==> config.mk <==
export PLATFORM = sky130hd
export DESIGN_NAME = serial_frame_dispatcher
export DESIGN_NICKNAME = d
export VERILOG_FILES = /design/src/rtl/sfd_pkg.sv /design/src/rtl/sfd_boot_window.sv /design/src/rtl/sfd_sat_counter.sv /design/src/rtl/sfd_status_pack.sv /design/src/rtl/serial_frame_dispatcher.sv
export SDC_FILE = /design/constraint.sdc
export NUM_CORES = 2
export LEC_CHECK = 0
export ABC_AREA = 1
export BUFFER_PORTS_ARGS = -buffer_cell sky130_fd_sc_hd__buf_2
export CORE_UTILIZATION = 24
export DETAILED_ROUTE_END_ITERATION = 7
export GPL_ROUTABILITY_DRIVEN = 0
export PLACE_DENSITY_LB_ADDON = 0.12
export SYNTH_ARGS = -nofsm -noshare
export SYNTH_HDL_FRONTEND = slang
export SYNTH_SLANG_ARGS = --single-unit
==> constraint.sdc <==
create_clock -name clk -period 150 [get_ports clk]
set_clock_uncertainty 0.15 [all_clocks]
set_input_delay 7.5 -clock clk [delete_from_list [all_inputs] [get_ports clk]]
set_output_delay 7.5 -clock clk [all_outputs]
set_load 0.02 [all_outputs]
==> src/rtl/sfd_pkg.sv <==
package sfd_pkg;
  typedef enum logic {
    NODE_IDLE  = 1'b0,
    NODE_ARMED = 1'b1
  } node_state_e;

  typedef enum logic [2:0] {
    FK_DISCOVER,
    FK_COMMAND,
    FK_ADDRESS,
    FK_HALFBUF,
    FK_MALFORMED
  } frame_kind_e;

  localparam int unsigned REC_W = 168;
endpackage

==> src/rtl/sfd_boot_window.sv <==
module sfd_boot_window #(
  parameter int unsigned WINDOW_MS = 100
) (
  input  logic clk,
  input  logic rst_n,
  input  logic ms_tick,
  output logic open
);
  localparam int unsigned CW = $clog2(WINDOW_MS + 1);
  localparam logic [CW-1:0] LIMIT = CW'(WINDOW_MS);

  logic [CW-1:0] ms_q, ms_d;
  logic          ms_en;

  assign ms_en = ms_tick && (ms_q != LIMIT);

  always_comb begin
    ms_d = ms_q;
    if (ms_en) ms_d = ms_q + 1'b1;
  end

  always_ff @(posedge clk or negedge rst_n) begin
    if (!rst_n) ms_q <= '0;
    else        ms_q <= ms_d;
  end

  assign open = (ms_q < LIMIT);

  assert_window_stays_shut_R3: assert property (@(posedge clk) disable iff (!rst_n)
    !open |=> !open);
endmodule

==> src/rtl/sfd_sat_counter.sv <==
module sfd_sat_counter #(
  parameter int unsigned W = 32
) (
  input  logic         clk,
  input  logic         rst_n,
  input  logic         inc,
  output logic [W-1:0] count
);
  localparam logic [W-1:0] TOP = '1;

  logic [W-1:0] cnt_q, cnt_d;
  logic         cnt_en;

  assign cnt_en = inc && (cnt_q != TOP);

  always_comb begin
    cnt_d = cnt_q;
    if (cnt_en) cnt_d = cnt_q + 1'b1;
  end

  always_ff @(posedge clk or negedge rst_n) begin
    if (!rst_n) cnt_q <= '0;
    else        cnt_q <= cnt_d;
  end

  assign count = cnt_q;

  assert_no_wrap_R11: assert property (@(posedge clk) disable iff (!rst_n)
    (cnt_q == TOP) |=> (cnt_q == TOP));
  assert_step_one_R11: assert property (@(posedge clk) disable iff (!rst_n)
    (cnt_q != TOP) |=> (cnt_q == $past(cnt_q)) || (cnt_q == $past(cnt_q) + 1'b1));
endmodule

==> src/rtl/sfd_status_pack.sv <==
module sfd_status_pack
  import sfd_pkg::*;
#(
  parameter int unsigned CNT_W = 32
) (
  input  logic [7:0]       fw_version,
  input  logic [7:0]       hw_version,
  input  logic [31:0]      uptime_s,
  input  logic [7:0]       brightness,
  input  logic [31:0]      frame_dur_us,
  input  logic [31:0]      overruns,
  input  logic [CNT_W-1:0] bad_frames,
  output logic [REC_W-1:0] record
);
  localparam logic [31:0] MILLI_PER_US = 32'd1_000_000_000;

  logic [31:0] rate_mfps;

  always_comb begin
    if (frame_dur_us == '0) rate_mfps = '0;
    else                    rate_mfps = MILLI_PER_US / frame_dur_us;
  end

  assign record = {fw_version, hw_version, 16'h0000, uptime_s,
                   brightness, rate_mfps, overruns, 32'(bad_frames)};

  always_comb begin
    assert_zero_dur_rate_R12: assert ((frame_dur_us != '0) || (record[95:64] == '0));
  end
endmodule

==> src/rtl/serial_frame_dispatcher.sv <==
module serial_frame_dispatcher
  import sfd_pkg::*;
#(
  parameter int unsigned LEN_W         = 8,
  parameter int unsigned ID_BYTES      = 4,
  parameter int unsigned HALF_FB_BYTES = 48,
  parameter int unsigned BOOT_WINDOW_MS = 100,
  parameter int unsigned CNT_W         = 32,
  parameter logic [7:0]  CMD_STATUS    = 8'h01
) (
  input  logic             clk,
  input  logic             rst_n,
  input  logic             frame_done,
  input  logic [LEN_W-1:0] frame_len,
  input  logic [31:0]      payload_word,
  input  logic [31:0]      dev_id,
  input  logic             ms_tick,
  input  logic             reply_busy,
  input  logic [7:0]       fw_version,
  input  logic [7:0]       hw_version,
  input  logic [31:0]      uptime_s,
  input  logic [7:0]       brightness,
  input  logic [31:0]      frame_dur_us,
  input  logic [31:0]      overruns,
  output logic             send_id,
  output logic             send_status,
  output logic             err_pulse,
  output logic             act_pulse,
  output logic [CNT_W-1:0] bad_frames,
  output logic [REC_W-1:0] status_rec
);
  localparam logic [LEN_W-1:0] LEN_ADDR = LEN_W'(ID_BYTES);
  localparam logic [LEN_W-1:0] LEN_HALF = LEN_W'(HALF_FB_BYTES);

  // Reset: asserted asynchronously, released on a clock edge
  logic [1:0] rst_sync_q;
  logic       srst_n;

  always_ff @(posedge clk or negedge rst_n) begin
    if (!rst_n) rst_sync_q <= 2'b00;
    else        rst_sync_q <= {rst_sync_q[0], 1'b1};
  end
  assign srst_n = rst_sync_q[1];

  logic boot_open;

  sfd_boot_window #(.WINDOW_MS(BOOT_WINDOW_MS)) u_boot (
    .clk     (clk),
    .rst_n   (srst_n),
    .ms_tick (ms_tick),
    .open    (boot_open)
  );

  // Frame classification from length only
  frame_kind_e kind;

  always_comb begin
    if (frame_len == '0)           kind = FK_DISCOVER;
    else if (frame_len == LEN_W'(1)) kind = FK_COMMAND;
    else if (frame_len == LEN_ADDR)  kind = FK_ADDRESS;
    else if (frame_len == LEN_HALF)  kind = FK_HALFBUF;
    else                             kind = FK_MALFORMED;
  end

  node_state_e state_q, state_d;
  logic        id_d, st_d, err_d, act_d;
  logic        id_q, st_q, err_q, act_q;

  always_comb begin
    state_d = state_q;
    id_d    = 1'b0;
    st_d    = 1'b0;
    err_d   = 1'b0;
    act_d   = 1'b0;
    if (frame_done) begin
      act_d = 1'b1;
      unique case (kind)
        FK_DISCOVER: id_d = boot_open && !reply_busy;
        FK_COMMAND: begin
          if (state_q == NODE_ARMED)
            st_d = (payload_word[7:0] == CMD_STATUS) && !reply_busy;
          else
            err_d = 1'b1;
          state_d = NODE_IDLE;
        end
        FK_ADDRESS: state_d = (payload_word == dev_id) ? NODE_ARMED : NODE_IDLE;
        FK_HALFBUF: state_d = NODE_IDLE;
        default: begin
          err_d   = 1'b1;
          state_d = NODE_IDLE;
        end
      endcase
    end
  end

  always_ff @(posedge clk or negedge srst_n) begin
    if (!srst_n) begin
      state_q <= NODE_IDLE;
      id_q    <= 1'b0;
      st_q    <= 1'b0;
      err_q   <= 1'b0;
      act_q   <= 1'b0;
    end else begin
      state_q <= state_d;
      id_q    <= id_d;
      st_q    <= st_d;
      err_q   <= err_d;
      act_q   <= act_d;
    end
  end

  sfd_sat_counter #(.W(CNT_W)) u_badcnt (
    .clk   (clk),
    .rst_n (srst_n),
    .inc   (err_d),
    .count (bad_frames)
  );

  sfd_status_pack #(.CNT_W(CNT_W)) u_pack (
    .fw_version   (fw_version),
    .hw_version   (hw_version),
    .uptime_s     (uptime_s),
    .brightness   (brightness),
    .frame_dur_us (frame_dur_us),
    .overruns     (overruns),
    .bad_frames   (bad_frames),
    .record       (status_rec)
  );

  assign send_id     = id_q;
  assign send_status = st_q;
  assign err_pulse   = err_q;
  assign act_pulse   = act_q;

  assert_act_follows_frame_R2: assert property (@(posedge clk) disable iff (!srst_n)
    frame_done |=> act_pulse);
  assert_status_needs_arm_R5: assert property (@(posedge clk) disable iff (!srst_n)
    frame_done && (kind == FK_COMMAND) && (state_q != NODE_ARMED) |=> !send_status && err_pulse);
  assert_cmd_disarms_R7: assert property (@(posedge clk) disable iff (!srst_n)
    frame_done && (kind == FK_COMMAND) |=> (state_q == NODE_IDLE));
  assert_malformed_disarms_R9: assert property (@(posedge clk) disable iff (!srst_n)
    frame_done && (kind == FK_MALFORMED) |=> (state_q == NODE_IDLE) && err_pulse);
  assert_busy_drops_reply_R10: assert property (@(posedge clk) disable iff (!srst_n)
    frame_done && reply_busy |=> !send_id && !send_status);
  assert_single_reply_R10: assert property (@(posedge clk) disable iff (!srst_n)
    $onehot0({send_id, send_status}));
endmodule

Word level (Yosys, flattened, before mapping)
Index checks and enable logic that the tools add are counted.
W data, S select, Z words.

operators by class
  $add $sub $neg = 2
  div/mod/pow operators = 1
  order comparisons = 1
  equality and inequality tests = 10
  mux-type cells = 16
  bitwise gates (word level) = 1
  reductions and logical operators = 10

operators with widths
  cell                      number
  $add A32 B1 Y32 const B   1
  $div A30 B32 Y32 const A  1
  $eq A32 B32 Y1            1
  $logic_not A32 Y1         1
  $mux W32                  1
  $ne A32 B32 Y1 const B    1
  $eq A8 B1 Y1 const B      2
  $mux W3                   4
  $mux W1                   9
  $eq A8 B3 Y1 const B      1
  $eq A8 B6 Y1 const B      1
  $logic_not A8 Y1          1
  $add A7 B1 Y7 const B     1
  $lt A7 B7 Y1 const B      1
  $ne A7 B7 Y1 const B      1
  $eq A3 B2 Y1 const B      2
  $logic_and A1 B1 Y1       4
  $pmux W1 S2               2
  $eq A3 B1 Y1 const B      1
  $logic_not A3 Y1          1
  $reduce_or A3 Y1          1
  $reduce_and A2 Y1         1
  $logic_not A1 Y1          1
  $not A1 Y1                1

storage, ports and cells
  register bits = 46
  input bits = 197
  output and inout bits = 204

Longest topological paths before layout
  depth after elaboration = 10
  depth in mapped cells = 552
  mapped depth without buffers = 534

Hierarchy
Synthesis repeated with hierarchy kept, for this count alone.

second synthesis, totals
  cells, all modules = 5,576
  area total of the unflattened synthesis = 33,652.3 µm²

by module, submodules not included
  module                   times used  cells an instance  area each (µm²)  sequential area each (µm²)
  sfd_status_pack          1           5,044              30,157.7         0.0
  sfd_sat_counter          1           333                2,190.9          800.8
  serial_frame_dispatcher  1           139                834.6            175.2
  sfd_boot_window          1           60                 469.2            175.2

Worst setup path after synthesis
No wires, ideal clock.

  path kind = in2out
  start = input frame_dur_us[0]
  end = output status_rec[64]
  data arrival time = 71.256 ns
  data required time = 142.350 ns
  slack = 71.094 ns
  cell stages on the path = 513
  cell sequence = buf_6 > buf_2 > buf_4 > clkbuf_1 > clkbuf_1 > buf_1 > nand2_1 > ha_1 > a21oi_1 > nand2_1 > nand2_1 > nand2_1 > a21oi_1 > inv_1 > nand2_4 > inv_1 > nand2_1 > nand2_1 > (+477 left out) > a21oi_1 > o21bai_1 > a21oi_1 > o21bai_1 > nand2_1 > nand2_1 > buf_2 > buf_1 > o21ai_0 > ha_1 > o2111ai_1 > nand2_1 > nor2_1 > o221ai_1 > nand2_1 > o211ai_1 > nand4_1 > a21oi_1

on the way
  longest elaborated chain between the ends = 2
  elaborated cells on any way between the ends = 3
  classes of those cells = div: 1; mux: 1; reduce/logical: 1

RTL lines
  item                                                          line                                          source
  start: declaration                                            serial_frame_dispatcher.sv:23                 input logic [31:0] frame_dur_us,
  $div A30 B32 Y32 / $logic_not A32 Y1 (equally long branches)  sfd_status_pack.sv:21, sfd_status_pack.sv:20
  $mux W32 (*)                                                  sfd_status_pack.sv:20                         if (frame_dur_us == '0) rate_mfps = '0;
  end: declaration                                              serial_frame_dispatcher.sv:30                 output logic [REC_W-1:0] status_rec

Every way passes the cells marked *; elsewhere a longest branch is shown, timed or not.

Worst setup path in the final report
  start = input frame_dur_us[1]
  end = output status_rec[64]

The elaborated chain is that of the path after synthesis.

==> results.json <==
{
  "ys_warn_count": 0,
  "dp.cells": 7279,
  "finalSetupTns_ps": 0,
  "h-tree-depth": 2,
  "worst_pin_slew_ps": 998,
  "area_growth_pct": 6.44,
  "cts.repair.resized": 0,
  "synth_edf_count": 0,
  "critPathMostFrequentCell": "nand2_1",
  "nNetsFinal": 6199,
  "final_cell_mix": "1,360 x nand2_1, 699 x inv_1, 497 x ha_1",
  "cp_slowest_cell": "inv_1",
  "crit_path_end": "status_rec[64]",
  "synth_ff_type": "dfrtp_1",
  "critical_path_depth": 511,
  "finalCriticalPeriod_ps": 96160,
  "drt_iter0_drc": 2064,
  "finalCritPeriodShare": 0.641,
  "arrival_ps": 88510,
  "row_count": 135,
  "grt_pass1_wl_um": 196000,
  "die-area_um2": 139000,
  "crit_family": "compound AO/OA/AOI/OAI gates",
  "clock.fmax_mhz": 10.4,
  "cts_tree": "done",
  "drc": 0,
  "vias": 34300,
  "first_pass_iters": 5,
  "critPathLaunch": "frame_dur_us[1]",
  "final_common_cell": "nand2_1",
  "p_clk_frac": 0.100,
  "layout.cells.non_filler": 7288,
  "slew_viol_final": 0,
  "synth-seq-area-share": 0.0348,
  "rsz0062_at_grt": "false",
  "synthesis.area_um2": 33000,
  "total_power_mw": 0.105,
  "multi_input_area_um2": 27500,
  "pwr-share-seq": 0.160,
  "grt_overflow": 0,
  "relSlewSlack": 0.335,
  "hold_viol": 0,
  "rr_endpoint": "u_badcnt.count[31]",
  "wl_per_cell_um": 17.5,
  "combPwrFrac": 0.740,
  "path_max_fanout": 51,
  "reg2regPathDepth": 21,
  "intPower_mw": 0.0489,
  "holdBufCountCts": 0,
  "synthCells": 5473,
  "core_area_um2": 136000,
  "crit_path_end_kind": "output port",
  "drt-total-wl_um": 128000,
  "p_sw_mw": 0.0560,
  "worstReg2RegStart": "u_badcnt.count[0]",
  "numCtsBuffers": 5,
  "status": "finished, final reports clean",
  "io-pin-count": 401,
  "p_leak_nw": 18.5,
  "cellPowerDensity_nw_per_um2": 2.98,
  "antenna_found_initial": 1,
  "holdWs_ps": 198,
  "avgSynthCellArea_um2": 6.04,
  "cts_setup_buffers": 0,
  "hpwl_um": 103000,
  "ant_nets": 0,
  "required_ps": 142350,
  "peakVddDrop_uv": 4.96,
  "die_y_um": 373,
  "setup_violations": 0,
  "ys_seq_elements": 46,
  "start_util": 0.243,
  "min_path_type": "register to register",
  "die_w_um": 373,
  "synth-async-reset-ratio": 1.00,
  "cp.buffers_inverters": 70,
  "clockBufferDepth": 2,
  "grt_max_degree": 52,
  "grt_pass1_vias": 33500,
  "clkTransAtPathRegs_ps": 60,
  "ys_types": 79,
  "vias_per_cell": 4.70,
  "path_class": "input port to output port",
  "track_usage": 0.178,
  "max-cap-violations": 0,
  "seqCellArea_um2": 1150,
  "rrSetupSlack_ps": 145940,
  "start_kind": "input port",
  "drive_gt1_frac": 0.119,
  "cts_root_buf": "clkbuf_16",
  "slowest_delay_ps": 790,
  "swShare": 0.534,
  "clk_latency_ps": 280,
  "fill_cells": 15500,
  "clkSinkCount": 46,
  "io_buffers": 207
}
==> metrics by stage <==
stage          cell area (µm²)  setup WS (ps)  utilization
2_1_floorplan            33100          71090            -
3_3_place_gp             35000          55370        0.258
3_5_place_dp             35000          53810        0.258
4_1_cts                  35200          53540        0.259
5_1_grt                  35200          43890        0.259
6_report                 35200          53840        0.259
==> how the worst min path moves through the flow <==
stage | start | end | slack (ps) | depth (start not counted)
6_report | rst_sync_q[0] | rst_sync_q[1] | 200 | 0
5_1_grt | rst_sync_q[0] | rst_sync_q[1] | 210 | 0
4_1_cts | rst_sync_q[0] | rst_sync_q[1] | 200 | 0
3_5_place_dp | rst_sync_q[0] | rst_sync_q[1] | 180 | 0
3_3_place_gp | rst_sync_q[0] | rst_sync_q[1] | 190 | 0
2_1_floorplan | rst_sync_q[0] | rst_sync_q[1] | 180 | 0
==> flip-flops by register name (all words and copies together) (netlist names) <==
name	flops
act_pulse	1
err_pulse	1
rst_sync_q	2
send_id	1
send_status	1
state_q	1
u_badcnt.count	32
u_boot.ms_q	7
==> logic make-up (layout without fill, tap and decap cells) <==
family                   count (synthesis)  after routing  synth area share
AO/OA/AOI/OAI                         1124           1124             0.204
XOR/XNOR                               430            430             0.114
adder cells (fa/ha/maj)                497            497             0.188
buffers and inverters                  986           1002             0.135
flip-flops                              46             46            0.0348
multiplexers                            11             11           0.00333
other                                    2             20          0.000227
AND/OR/NAND/NOR                       2377           2377             0.320
==> power groups by stage <==
stage | Sequential (mW) | Clock (mW) | Combinational (mW)
after floorplan | 0.0173 | 0 | 0.0607
after global placement | 0.0170 | 0 | 0.0785
after detailed placement | 0.0170 | 0 | 0.0773
after CTS | 0.0168 | 0.0111 | 0.0778
after global routing | 0.0172 | 0.0116 | 0.0873
final | 0.0168 | 0.0105 | 0.0776
==> cell usage after synthesis, types with 33 or more instances <==
cell	number	area, µm²
inv_1	709	2660
o21ai_1	89	445
nor3_1	49	245
nand3_1	236	1180
xor2_1	258	2260
ha_1	497	6220
or2_2	82	513
nor2_1	389	1460
o21bai_1	46	345
o21ai_0	222	1110
inv_2	33	124
buf_4	173	1300
a21oi_1	488	2440
o21ai_2	50	438
xnor2_1	172	1510
nand4_1	43	269
dfrtp_1	46	1150
nand2_2	55	344
nand2_1	1361	5110
a21oi_2	38	333
nand3_2	72	721
==> layout make-up <==
class,count,share of cell area
Multi-Input combinational cell,4458,0.782
Inverter,748,0.0802
Tap cell,1781,0.0634
Timing Repair Buffer,246,0.0378
Sequential cell,46,0.0328
Clock buffer,6,0.00366
Clock inverter,2,0.000285
Antenna cell,1,0.0000712
==> routing by layer <==
| layer | vias to the layer above | track usage | part of all wire |
|---|---|---|---|
| met5 | - | 0 | 0 |
| met4 | 0 | 0.0341 | 0.020 |
| met3 | 97 | 0.00848 | 0.034 |
| met2 | 691 | 0.300 | 0.45 |
| met1 | 15500 | 0.250 | 0.50 |
| li1 | 18000 | - | - |
Power figures use the tool's default switching activity.
